`src/rtl/pc_steer_pkg.sv`:
```
package pc_steer_pkg;

  typedef enum logic [3:0] {
    OP_NONE  = 4'd0,
    OP_BRSET = 4'd1,
    OP_BRCLR = 4'd2,
    OP_RJMP  = 4'd3,
    OP_RCALL = 4'd4,
    OP_IJMP  = 4'd5,
    OP_ICALL = 4'd6,
    OP_CPSE  = 4'd7,
    OP_SKRS  = 4'd8,
    OP_SKRC  = 4'd9,
    OP_SKIS  = 4'd10,
    OP_SKIC  = 4'd11
  } opClass_e;

  typedef struct packed {
    logic useShort;
    logic useLong;
    logic usePtr;
    logic skipTaken;
    logic badIo;
  } steerStrobe_t;

endpackage

```
`src/rtl/pc_steer_ctrl.sv`:
```
module pc_steer_ctrl
  import pc_steer_pkg::*;
#(
  parameter int IO_ADDR_W    = 6,
  parameter int IO_LOW_LIMIT = 32
) (
  input  logic [3:0]           opClass,
  input  logic [7:0]           flags,
  input  logic [2:0]           flagSel,
  input  logic [7:0]           testByte,
  input  logic [7:0]           cmpByte,
  input  logic [2:0]           bitIdx,
  input  logic [IO_ADDR_W-1:0] ioAddr,
  output steerStrobe_t         strobe
);

  localparam int LIMIT_W = IO_ADDR_W + 1;

  logic flagBit;
  logic dataBit;
  logic ioInWindow;

  assign flagBit    = flags[flagSel];
  assign dataBit    = testByte[bitIdx];
  assign ioInWindow = {1'b0, ioAddr} < LIMIT_W'(IO_LOW_LIMIT);

  always_comb begin
    strobe = '0;
    case (opClass)
      OP_BRSET: strobe.useShort = flagBit;
      OP_BRCLR: strobe.useShort = !flagBit;
      OP_RJMP,
      OP_RCALL: strobe.useLong = 1'b1;
      OP_IJMP,
      OP_ICALL: strobe.usePtr = 1'b1;
      OP_CPSE:  strobe.skipTaken = (testByte == cmpByte);
      OP_SKRS:  strobe.skipTaken = dataBit;
      OP_SKRC:  strobe.skipTaken = !dataBit;
      OP_SKIS: begin
        strobe.badIo     = !ioInWindow;
        strobe.skipTaken = ioInWindow && dataBit;
      end
      OP_SKIC: begin
        strobe.badIo     = !ioInWindow;
        strobe.skipTaken = ioInWindow && !dataBit;
      end
      default: strobe = '0;
    endcase
  end

  always_comb begin
    AST_ONE_TARGET: assert ($onehot0({strobe.useShort, strobe.useLong,
                                      strobe.usePtr, strobe.skipTaken}));
    AST_BAD_IO_NO_SKIP: assert (!(strobe.badIo && strobe.skipTaken));
  end

endmodule

```
`src/rtl/pc_steer_path.sv`:
```
module pc_steer_path
  import pc_steer_pkg::*;
#(
  parameter int PCW       = 16,
  parameter int BR_OFF_W  = 7,
  parameter int JMP_OFF_W = 12
) (
  input  logic                 clk,
  input  logic                 rstN,
  input  logic                 valid,
  input  logic [PCW-1:0]       pc,
  input  logic [JMP_OFF_W-1:0] offset,
  input  logic [PCW-1:0]       ptr,
  input  logic                 nextTwoWord,
  input  steerStrobe_t         strobe,
  output logic [PCW-1:0]       nextPc,
  output logic                 taken,
  output logic                 illegal,
  output logic                 outValid
);

  localparam int SHORT_PAD = PCW - BR_OFF_W;
  localparam int LONG_PAD  = PCW - JMP_OFF_W;

  logic [PCW-1:0] seqPc;
  logic [PCW-1:0] shortStep;
  logic [PCW-1:0] longStep;
  logic [PCW-1:0] skipStep;
  logic [PCW-1:0] target;
  logic           anyTaken;

  assign seqPc     = pc + PCW'(1);
  assign shortStep = {{SHORT_PAD{offset[BR_OFF_W-1]}}, offset[BR_OFF_W-1:0]};
  assign longStep  = {{LONG_PAD{offset[JMP_OFF_W-1]}}, offset};
  assign skipStep  = nextTwoWord ? PCW'(3) : PCW'(2);
  assign anyTaken  = strobe.useShort | strobe.useLong | strobe.usePtr | strobe.skipTaken;

  always_comb begin
    target = seqPc;
    if (strobe.useShort)       target = seqPc + shortStep;
    else if (strobe.useLong)   target = seqPc + longStep;
    else if (strobe.usePtr)    target = ptr;
    else if (strobe.skipTaken) target = pc + skipStep;
  end

  always_ff @(posedge clk or negedge rstN) begin
    if (!rstN) begin
      nextPc   <= '0;
      taken    <= 1'b0;
      illegal  <= 1'b0;
      outValid <= 1'b0;
    end else begin
      outValid <= valid;
      if (valid) begin
        nextPc  <= target;
        taken   <= anyTaken;
        illegal <= strobe.badIo;
      end else begin
        taken   <= 1'b0;
        illegal <= 1'b0;
      end
    end
  end

  AST_VALID_FOLLOWS: assert property (@(posedge clk) disable iff (!rstN)
    valid |=> outValid);
  AST_QUIET_WHEN_IDLE: assert property (@(posedge clk) disable iff (!rstN)
    !outValid |-> (!taken && !illegal));
  AST_SEQ_STEP: assert property (@(posedge clk) disable iff (!rstN)
    valid && !anyTaken |=> nextPc == PCW'($past(pc) + PCW'(1)));
  AST_PTR_LOAD: assert property (@(posedge clk) disable iff (!rstN)
    valid && strobe.usePtr |=> nextPc == $past(ptr));
  AST_SKIP_DIST: assert property (@(posedge clk) disable iff (!rstN)
    valid && strobe.skipTaken |=> (nextPc == PCW'($past(pc) + PCW'(2))) ||
                                  (nextPc == PCW'($past(pc) + PCW'(3))));
  AST_ILLEGAL_NOT_TAKEN: assert property (@(posedge clk) disable iff (!rstN)
    illegal |-> !taken);

endmodule

```
`src/rtl/pc_steer_top.sv`:
```
module pc_steer_top
  import pc_steer_pkg::*;
#(
  parameter int PCW          = 16,
  parameter int BR_OFF_W     = 7,
  parameter int JMP_OFF_W    = 12,
  parameter int IO_ADDR_W    = 6,
  parameter int IO_LOW_LIMIT = 32
) (
  input  logic                 clk,
  input  logic                 rstN,
  input  logic                 valid,
  input  logic [3:0]           opClass,
  input  logic [PCW-1:0]       pc,
  input  logic [JMP_OFF_W-1:0] offset,
  input  logic [7:0]           flags,
  input  logic [2:0]           flagSel,
  input  logic [PCW-1:0]       ptr,
  input  logic [7:0]           testByte,
  input  logic [7:0]           cmpByte,
  input  logic [2:0]           bitIdx,
  input  logic [IO_ADDR_W-1:0] ioAddr,
  input  logic                 nextTwoWord,
  output logic [PCW-1:0]       nextPc,
  output logic                 taken,
  output logic                 illegal,
  output logic                 outValid
);

  steerStrobe_t strobe;

  pc_steer_ctrl #(
    .IO_ADDR_W   (IO_ADDR_W),
    .IO_LOW_LIMIT(IO_LOW_LIMIT)
  ) uCtrl (
    .opClass (opClass),
    .flags   (flags),
    .flagSel (flagSel),
    .testByte(testByte),
    .cmpByte (cmpByte),
    .bitIdx  (bitIdx),
    .ioAddr  (ioAddr),
    .strobe  (strobe)
  );

  pc_steer_path #(
    .PCW      (PCW),
    .BR_OFF_W (BR_OFF_W),
    .JMP_OFF_W(JMP_OFF_W)
  ) uPath (
    .clk        (clk),
    .rstN       (rstN),
    .valid      (valid),
    .pc         (pc),
    .offset     (offset),
    .ptr        (ptr),
    .nextTwoWord(nextTwoWord),
    .strobe     (strobe),
    .nextPc     (nextPc),
    .taken      (taken),
    .illegal    (illegal),
    .outValid   (outValid)
  );

endmodule

```
`config.mk`:
```
export PLATFORM = sky130hd
export DESIGN_NAME = pc_steer_top
export DESIGN_NICKNAME = d
export VERILOG_FILES = /design/src/rtl/pc_steer_pkg.sv /design/src/rtl/pc_steer_ctrl.sv /design/src/rtl/pc_steer_path.sv /design/src/rtl/pc_steer_top.sv
export SDC_FILE = /design/constraint.sdc
export NUM_CORES = 1
export LEC_CHECK = 0
export ABC_AREA = 0
export BUFFER_PORTS_ARGS = -buffer_cell sky130_fd_sc_hd__buf_2
export CORE_MARGIN = 2
export CORE_UTILIZATION = 50
export CTS_CLUSTER_SIZE = 28
export DETAILED_ROUTE_END_ITERATION = 8
export MAX_ROUTING_LAYER = met4
export PLACE_DENSITY_LB_ADDON = 0.3
export REMOVE_ABC_BUFFERS = 1
export SLEW_MARGIN = 20
export SYNTH_ARGS = -nofsm -noshare
export SYNTH_HDL_FRONTEND = slang
export SYNTH_SLANG_ARGS = --single-unit
```
`constraint.sdc`:
```
create_clock -name clk -period 1.4 [get_ports clk]
set_input_delay 0.28 -clock clk [delete_from_list [all_inputs] [get_ports clk]]
set_output_delay 0.28 -clock clk [all_outputs]
set_load 0.02 [all_outputs]
```
==> results of run 1 <==
-- stage by stage --
step,hold slack (ns),instance area [um^2]
3_3_place_gp,0.2594,4639
3_5_place_dp,0.2687,4639
4_1_cts,0.3159,5434
2_1_floorplan,-0.01559,3034
-- repair_timing --
action                     CTS
setup endpoints to repair   17
resized for setup          125
hold endpoints to repair    19
setup buffers               18
hold buffers                 1
pin swaps                   80
-- logic make-up after synthesis --
logic type / count (synthesis) / share of synthesized area (%)
AOI/OAI and AO/OA: 109 / 25.57
xor gates and xnor gates: 56 / 16.15
adders and majority gates: 29 / 12.01
buffers and inverters: 21 / 2.678
DFF: 19 / 15.42
muxes: 13 / 6.615
and+or+nand+nor: 137 / 21.55
==> flow_metrics.tcl, run 1 <==
set metrics [dict create \
    clkSinkCount 19 \
    postGrtWorstEndpoint "uPath.nextPc[14]$_DFFE_PN0P_/D" \
    start_util_pct 51.76 \
    syn_area_um2 3083 \
    tool.error "[ERROR DPL-0038] Utilization greater than 100%, impossible to legalize" \
    endpoint_type "register data pin" \
    cts_buffer_depth 2 \
    synth_top_area_share_pct 15.42 \
    yosys.cell_count.top_type "nand2_1" \
    place_congestion 1.052 \
    ys.flop_type "dfrtp_1" \
    synth_cell_types 68 \
    dpl.hpwl_um 9356 \
    grt_max_degree 23 \
    synth_top_cell_by_area "dfrtp_1" \
    pre_cts_ws_ns -1.852 \
    die_y_um 82.53 \
    fp.dieW_um 82.53 \
    synth_enable_flop_cells 0 \
    root_buffer "clkbuf_8" \
    dp_cells 677 \
    yosys_warnings 0 \
    ctsHtreeMaxLevel 1 \
    rows 28 \
    synth_commonest_cells "nand2_1 (40), nor2_1 (36), xnor2_1 (33)" \
    syn_inst 384 \
    synth_async_sr_flop_share_pct 100.0 \
    portBuffers 101 \
    synth_area_leaders "dfrtp_1 (15%), ha_1 (11%), xnor2_1 (9.4%)" \
    synth.avg_cell_area_um2 8.029 \
    status "did not finish" \
    cts_buffers 3 \
    yosysSeqAreaShare_pct 15.42 \
    ios 107 \
    synth-seq-cells 19 \
    lastStage "global routing (5_1_grt)" \
]
==> run 2: changes to the inputs <==
--- a/config.mk
+++ b/config.mk
@@ -8,11 +8,9 @@
 export ABC_AREA = 0
 export BUFFER_PORTS_ARGS = -buffer_cell sky130_fd_sc_hd__buf_2
 export CORE_MARGIN = 2
-export CORE_UTILIZATION = 50
-export CTS_CLUSTER_SIZE = 28
+export CORE_UTILIZATION = 35
 export DETAILED_ROUTE_END_ITERATION = 8
-export MAX_ROUTING_LAYER = met4
-export PLACE_DENSITY_LB_ADDON = 0.3
+export PLACE_DENSITY_LB_ADDON = 0.15
 export REMOVE_ABC_BUFFERS = 1
 export SLEW_MARGIN = 20
 export SYNTH_ARGS = -nofsm -noshare
==> flow_metrics.tcl, run 2 <==
set metrics [dict create \
    yosys.cell_count.top_type "nand2_1" \
    synth_area_leaders "dfrtp_1 (15%), ha_1 (11%), xnor2_1 (9.4%)" \
    multi_input_area_um2 3063 \
    synth_enable_flop_cells 0 \
    worstSetupPathType "input pin to flop" \
    worst-endpoint-required_ns 1.53 \
    ant_nets 0 \
    regMostFlops "uPath.nextPc" \
    clk_latency_ns 0.27 \
    synth-seq-cells 19 \
    tightest_slew_ns 0.5123 \
    ios 107 \
    status "complete, but fails checks" \
    use_met2_pct 45.63 \
    synth_async_sr_flop_share_pct 100.0 \
    syn_inst 384 \
    root_buffer "clkbuf_8" \
    hold_viol_final 0 \
    violations "negative setup slack" \
    cts_buffer_depth 2 \
    drcViolationCount 0 \
    die_area_um2 9576 \
    grt_busiest_layer "met2" \
    hold_path_class "input pin to flop" \
    crit_chain "buf_6 > buf_4 > nand3_1 > xnor2_2 > ha_2 > o21ai_1 > o21ai_1 > nand2_1 > buf_4 > o311a_1 > mux2i_1 > a31oi_1 > a211oi_1 > o221ai_1" \
    fin_crit_sh_pct 195.4 \
    finalMaxSlewViolations 0 \
    utilization_pct 64.49 \
    final_common_cell "buf_4" \
    crit_path_top_delay_cell "o311a_1" \
    largest_reg_flops 16 \
    drtIter0Drc 224 \
    rsz0062_at_grt "true" \
    register_area_um2 475.5 \
    clkSinkCount 19 \
    synth.avg_cell_area_um2 8.029 \
    rr_startpoint "uPath.nextPc[15]" \
    fmax_mhz 365.6 \
    finalSetupViolations 17 \
    start_util_pct 35.70 \
    synth_top_area_share_pct 15.42 \
    die_y_um 97.86 \
    core_um2 8636 \
    cp_max_fo 6 \
    cts_buffers 3 \
    rows 34 \
    grt_pass1_wl_um 19550 \
    vias 3967 \
    grt.met3_usage_pct 1.217 \
    grt_pass1_vias 4023 \
    wire_per_inst_um 17.18 \
    grt_max_degree 20 \
    yosysSeqAreaShare_pct 15.42 \
    nets 749 \
    crit_path_start "pc[1]" \
    path_buf_inv 3 \
    routed_wl_um 12690 \
    area_growth_pct 80.64 \
    holdCritStartpoint "ptr[6]" \
    gr-total-overflow 0 \
    nFillCells 747 \
    setup_slack_ns -1.335 \
    powerDensity_nw_per_um2 590.6 \
    place_congestion 0.8887 \
    ys.flop_type "dfrtp_1" \
    finalSetupTns_ns -15.20 \
    slowest_delay_ns 0.38 \
    dpl.hpwl_um 9461 \
    first_pass_iters 6 \
    synth_cell_types 68 \
    use_met1_pct 33.13 \
    start_kind "input pin" \
    grtUsageTotal_pct 25.21 \
    crit_family "compound AO/OA/AOI/OAI gates" \
    synth_commonest_cells "nand2_1 (40), nor2_1 (36), xnor2_1 (33)" \
    skew_ns 0 \
    ir_worst_vdd_v 0.0003011 \
    synth_top_cell_by_area "dfrtp_1" \
    num_antenna_cells 0 \
    portBuffers 101 \
    reg2reg_slack_ns 0.44 \
    finalPower_uw 3289 \
    fp.dieW_um 97.86 \
    cts_tree "done" \
    syn_area_um2 3083 \
    fin_crit_ns 2.735 \
    worstPathArrival_ns 2.87 \
    yosys_warnings 0 \
    maxCapViolations 0 \
    clk_pin_slew_ns 0.09 \
    drive_above_1_share_pct 57.69 \
    antenna_found_initial 0 \
    final_cell_mix "buf_4 (136), buf_2 (90), nand2_1 (34)" \
    p_leak_uw 0.002557 \
    vias_per_cell 5.368 \
    whs_ns 0.2960 \
    ctsHtreeMaxLevel 1 \
    pre_cts_ws_ns -1.915 \
    slew_headroom_pct 65.85 \
    cp-end-kind "flop" \
]
[run 2: cell counts after synthesis]
Identical to the previous run, type by type.
[run 2: through the flow]
stage / instances / cell area (um^2)
global placement: 708 / 4641
detailed placement: 708 / 4641
finish: 739 / 5569
floorplan: 372 / 3034
global route: 739 / 5569
CTS: 733 / 5351
[run 2: cells by family after synthesis]
logic type | after synthesis | share of synthesized area (%)
flops | 19 | 15.42
fa+ha+maj | 29 | 12.01
xor+xnor | 56 | 16.15
buf+inv | 21 | 2.678
mux | 13 | 6.615
compound gates | 109 | 25.57
simple gates | 137 | 21.55
[run 2: what timing repair did]
item	in CTS	in global routing
endpoints found under the hold margin	19	0
endpoints found under the setup margin	17	17
hold buffers	1	0
gates resized for setup	109	34
pin swaps	62	43
buffers inserted	22	7
[run 2: report_power, final]
group / leakage, uW / switching [uW] / internal (uW)
Combinational: 0.00231 / 1090 / 1110
Clock: 0.0000228 / 214 / 203
Sequential: 0.000222 / 41.2 / 627
[run 2: metal layers]
metal | share of wire (%) | vias up
li1 | - | 1923
met1 | 43 | 1870
met2 | 50 | 149
met3 | 5.1 | 25
met4 | 1.8 | 0
met5 | 0 | -
[run 2: cell type report]
cell class	instances	area share, %
clock buffers	4	0.8088
inverters	9	0.6066
multi-input cells	344	55.00
flip-flops and latches	19	8.537
well taps	108	2.426
repair buffers	255	32.62
[run 2: path summary, 6_finish.rpt]
path | end | cells past startpoint
max in group asynchronous | uPath.nextPc[10] | 2
min reg2reg | uPath.nextPc[3] | 2
min in group asynchronous | uPath.nextPc[1] | 2
max | uPath.nextPc[14] | 14
min | uPath.nextPc[6] | 3
max reg2reg | uPath.nextPc[15] | 3
[run 2: tightest hold or removal path: stages]
cell and delay [ns]:
buf_2 0.08, a221oi_2 0.05, a21oi_1 0.11
No activity file was read; power rests on OpenSTA's default activity.
==> run 3: changes to the inputs <==
--- a/config.mk
+++ b/config.mk
@@ -6,10 +6,9 @@
 export NUM_CORES = 1
 export LEC_CHECK = 0
 export ABC_AREA = 0
-export BUFFER_PORTS_ARGS = -buffer_cell sky130_fd_sc_hd__buf_2
-export CORE_MARGIN = 2
 export CORE_UTILIZATION = 35
 export DETAILED_ROUTE_END_ITERATION = 8
+export DONT_BUFFER_PORTS = 1
 export PLACE_DENSITY_LB_ADDON = 0.15
 export REMOVE_ABC_BUFFERS = 1
 export SLEW_MARGIN = 20
==> flow_metrics.tcl, run 3 (same netlist as run 2, synthesis figures left out) <==
set metrics [dict create \
    portBuffers 0 \
    crit_path_frequent_cell "buf_4" \
    antenna_found_initial 0 \
    status "complete, but fails checks" \
    rows 33 \
    cts_buffers 3 \
    wire_per_inst_um 18.98 \
    grt_pass1_wl_um 17440 \
    setup_slack_ns -1.186 \
    worstPathArrival_ns 2.73 \
    p_comb_share_pct 59.5 \
    die_y_um 95.86 \
    hold_depth 0 \
    ctsHtreeMaxLevel 1 \
    rsz0062_at_grt "true" \
    ant_nets 0 \
    worst-endpoint-required_ns 1.54 \
    cts_tree "done" \
    clkPwrFrac_pct 14.2 \
    final_common_cell "buf_4" \
    die_area_um2 9188 \
    routed_wl_um 11540 \
    reg2reg_to "uPath.nextPc[15]" \
    fin_crit_sh_pct 184.7 \
    hold_viol_final 0 \
    clkSinkCount 19 \
    crit_family "compound AO/OA/AOI/OAI gates" \
    nets 621 \
    core_um2 8382 \
    nFillCells 734 \
    skew_ns 0 \
    reg2reg_slack_ns 0.35 \
    ff2ff_path_depth 3 \
    start_util_pct 36.78 \
    ios 107 \
    worstSetupPathType "input pin to flop" \
    finalMaxSlewViolations 0 \
    cp_max_fo 6 \
    first_pass_iters 4 \
    p_int_uw 1798 \
    holdCritStartpoint "valid" \
    slowest_delay_ns 0.35 \
    place_congestion 0.8892 \
    grtUsageTotal_pct 25.44 \
    grt_max_degree 32 \
    pre_cts_ws_ns -1.708 \
    num_antenna_cells 0 \
    power_switching_uw 1200 \
    cts_buffer_depth 2 \
    p_leak_uw 0.002027 \
    tightest_slew_ns 0.4905 \
    powerDensity_nw_per_um2 618.8 \
    violations "negative setup slack" \
    largest_reg_flops 16 \
    gr-total-overflow 0 \
    slew_headroom_pct 67.30 \
    whs_ns 0.05692 \
    min_to "uPath.outValid" \
    dpl.hpwl_um 8739 \
    final_cell_mix "buf_4 (108), nand2_1 (31), nor2_1 (28)" \
    clk_latency_ns 0.27 \
    maxCapViolations 0 \
    swShare_pct 40.03 \
    path_buf_inv 3 \
    regMostFlops "uPath.nextPc" \
    fmax_mhz 386.7 \
    drive_above_1_share_pct 48.71 \
    fin_crit_ns 2.586 \
    drcViolationCount 0 \
    area_growth_pct 57.14 \
    ir_worst_vdd_v 0.0002335 \
    clk_pin_slew_ns 0.08 \
    grt_pass1_vias 3446 \
    vias_per_cell 5.602 \
    crit_path_top_delay_cell "a2111oi_4" \
    start_kind "input pin" \
    cp-end-kind "flop" \
    finalSetupTns_ns -14.16 \
    rr_startpoint "uPath.nextPc[15]" \
    utilization_pct 57.80 \
    finalSetupViolations 17 \
    root_buffer "clkbuf_8" \
    vias 3406 \
    pwr-share-seq_pct 26.3 \
    crit_chain "and4_4 > buf_6 > nand4_1 > xnor2_2 > buf_4 > ha_4 > or2_4 > a2111oi_4 > buf_4 > o31ai_2 > a31oi_1 > xnor2_1 > o211ai_1" \
    fp.dieW_um 95.86 \
    hold_path_class "input pin to flop" \
    drtIter0Drc 191 \
]
## run 3: cell count changes in the layout (fill, tap and decap cells not counted), sizes merged
cell	delta
buf	-128
## run 3: metrics by stage
stage               area, um^2  std cells  total power (uW)
finish                    4845        608              2998
global route              4845        608              3192
CTS                       4549        596              2841
detailed placement        3979        582              2122
global placement          3979        582              2109
floorplan                 3034        372              1580
## run 3: routing by layer
layer	global-route usage, %	wire length, um
met4	7.587	189
met2	42.86	5500
met5	0	0
met3	5.134	904
met1	32.65	4947
## run 3: power by group through the flow
| stage | Sequential (uW) | Clock (uW) | Combinational [uW] |
|---|---|---|---|
| CTS | 790 | 438 | 1610 |
| global placement | 799 | 0 | 1310 |
| global route | 800 | 462 | 1930 |
| floorplan | 777 | 0 | 803 |
| detailed placement | 800 | 0 | 1320 |
| finish | 789 | 426 | 1780 |
## run 3: area by class of cell
| class | instances | area (um^2) | share of cell area, % |
|---|---|---|---|
| clock buffers | 4 | 45.04 | 0.9298 |
| multi-input cells | 344 | 3124 | 64.49 |
| repair buffers | 127 | 1035 | 21.36 |
| flip-flops and latches | 19 | 475.5 | 9.814 |
| inverters | 9 | 33.78 | 0.6973 |
| well taps | 105 | 131.4 | 2.712 |
## run 3: timing repair
action / 4_1_cts / 5_1_grt
endpoints found under the setup margin: 17 / 17
buffers inserted: 12 / 12
hold endpoints to repair: 19 / 5
pin swaps: 73 / 42
gates resized for setup: 94 / 42
hold buffers: 1 / 1
## run 3: worst max path at each step
stage	startpoint	end	slack (ns)	cells after the start
floorplan	pc[2]	uPath.nextPc[15]	-1.56	11
global placement	pc[2]	uPath.nextPc[15]	-1.79	13
detailed placement	pc[2]	uPath.nextPc[15]	-1.71	13
CTS	pc[4]	uPath.nextPc[14]	-1.17	13
global route	pc[4]	uPath.nextPc[14]	-1.27	14
finish	pc[4]	uPath.nextPc[15]	-1.19	13
==> run 4: changes to the inputs <==
--- a/config.mk
+++ b/config.mk
@@ -11,6 +11,7 @@
 export DONT_BUFFER_PORTS = 1
 export PLACE_DENSITY_LB_ADDON = 0.15
 export REMOVE_ABC_BUFFERS = 1
+export SKIP_LAST_GASP = 1
 export SLEW_MARGIN = 20
 export SYNTH_ARGS = -nofsm -noshare
 export SYNTH_HDL_FRONTEND = slang
==> flow_metrics.tcl, run 4 (same netlist as run 2, synthesis figures left out) <==
set metrics [dict create \
    status "complete, but fails checks" \
    violations "negative setup slack" \
    hold_path_class "input pin to flop" \
    portBuffers 0 \
    path_buf_inv 3 \
    cp_max_fo 6 \
    drtIter0Drc 173 \
    ant_nets 0 \
    finalMaxSlewViolations 0 \
    tightest_slew_ns 0.4848 \
    clk_latency_ns 0.27 \
    vias 3441 \
    antenna_found_initial 0 \
    p_leak_uw 0.002019 \
    drive_above_1_share_pct 48.41 \
    crit_path_frequent_cell "buf_4" \
    fmax_mhz 389.5 \
    root_buffer "clkbuf_8" \
    skew_ns 0 \
    slowest_delay_ns 0.34 \
    worstPathArrival_ns 2.71 \
    core_um2 8382 \
    pre_cts_ws_ns -1.708 \
    hold_viol_final 0 \
    dp_cells 582 \
    nets 620 \
    largest_reg_flops 16 \
    final_cell_mix "buf_4 (108), nand2_1 (33), nor2_1 (30)" \
    fp.dieW_um 95.86 \
    dpl.hpwl_um 8739 \
    slew_headroom_pct 67.68 \
    regMostFlops "uPath.nextPc" \
    ios 107 \
    worstSetupPathType "input pin to flop" \
    area_growth_pct 56.82 \
    cts_buffers 3 \
    final_common_cell "buf_4" \
    fin_crit_ns 2.567 \
    finalSetupViolations 17 \
    routed_wl_um 11550 \
    grt_pass1_vias 3441 \
    wire_per_inst_um 19.03 \
    use_met2_pct 42.86 \
    grt_busiest_layer "met2" \
    num_antenna_cells 0 \
    fin_crit_sh_pct 183.4 \
    ff2ff_path_depth 3 \
    hold_depth 0 \
    place_congestion 0.8892 \
    crit_chain "and4_4 > buf_6 > nand4_1 > xnor2_2 > buf_4 > ha_4 > or2_4 > a2111oi_4 > buf_4 > o31ai_4 > a31oi_1 > xnor2_1 > o211ai_1" \
    maxCapViolations 0 \
    cp_num_cells 13 \
    clkSinkCount 19 \
    grt.met3_usage_pct 5.292 \
    fin_cells 607 \
    worst-endpoint-required_ns 1.54 \
    die_area_um2 9188 \
    grt_pass1_wl_um 17470 \
    ir_worst_vdd_v 0.0002334 \
    use_met1_pct 32.60 \
    crit_family "compound AO/OA/AOI/OAI gates" \
    start_kind "input pin" \
    rsz0062_at_grt "true" \
    die_y_um 95.86 \
    first_pass_iters 4 \
    ctsHtreeMaxLevel 1 \
    crit_path_top_delay_cell "a2111oi_4" \
    setup_slack_ns -1.167 \
    gr-total-overflow 0 \
    cts_buffer_depth 2 \
    drcViolationCount 0 \
    clk_pin_slew_ns 0.08 \
    start_util_pct 36.78 \
    grtUsageTotal_pct 25.46 \
    finalSetupTns_ns -14.06 \
    rows 33 \
    cts_tree "done" \
    vias_per_cell 5.669 \
    cp-end-kind "flop" \
    powerDensity_nw_per_um2 620.0 \
    grt_max_degree 32 \
]
==> run 4: cell types whose count changed in the layout (fill, tap and decap cells not counted), moves of 2 or more <==
cell     change
o21ai_0      +2
nor2_1       +2
nand2_1      +2
o21ai_1      -2
==> run 4: through the flow <==
step | instance area [um^2] | hold slack, ns | total power (uW) | util [%]
floorplan | 3034 | -0.01559 | 1580 | -
global placement | 3979 | -0.01521 | 2109 | 47.47
detailed placement | 3979 | -0.01526 | 2122 | 47.47
CTS | 4538 | 0.03957 | 2835 | 54.14
global route | 4835 | 0.03452 | 3188 | 57.68
finish | 4835 | 0.04933 | 2997 | 57.68
==> run 4: what timing repair did <==
action / CTS / global route
hold endpoints to repair: 19 / 5
endpoints found under the setup margin: 17 / 17
gates resized for setup: 89 / 42
setup buffers: 12 / 11
pin swaps: 72 / 51
hold buffers: 1 / 1
==> run 4: final timing paths <==
kind	from	end	slack, ns
worst max-delay path	pc[4]	uPath.nextPc[15]	-1.17
worst min-delay path	valid	uPath.outValid	0.05
worst max register to register	uPath.nextPc[15]	uPath.nextPc[15]	0.34
worst min register to register	uPath.nextPc[5]	uPath.nextPc[5]	0.63
max in group asynchronous	rstN	uPath.nextPc[9]	0.55
min in group asynchronous	rstN	uPath.nextPc[1]	0.51
==> run 4: power breakdown <==
group	switching, uW	internal, uW
logic	813	965
registers	162	626
clock network	227	203
==> run 4: layer usage <==
| metal | up-vias | share of wire [%] | wire length, um |
|---|---|---|---|
| met3 | 14 | 7.7 | 891 |
| met5 | - | 0 | 0 |
| met4 | 0 | 1.6 | 182 |
| met2 | 143 | 47 | 5453 |
| met1 | 1622 | 44 | 5026 |
| li1 | 1662 | - | - |
==> run 4: layout make-up <==
cell class                 instances  area [um^2]
fill                             739         3547
sequential                        19        475.5
clock buffer                       4        45.04
timing repair buffer             126         1023
inverter                           9        33.78
tap                              105        131.4
multi-input combinational        344         3126
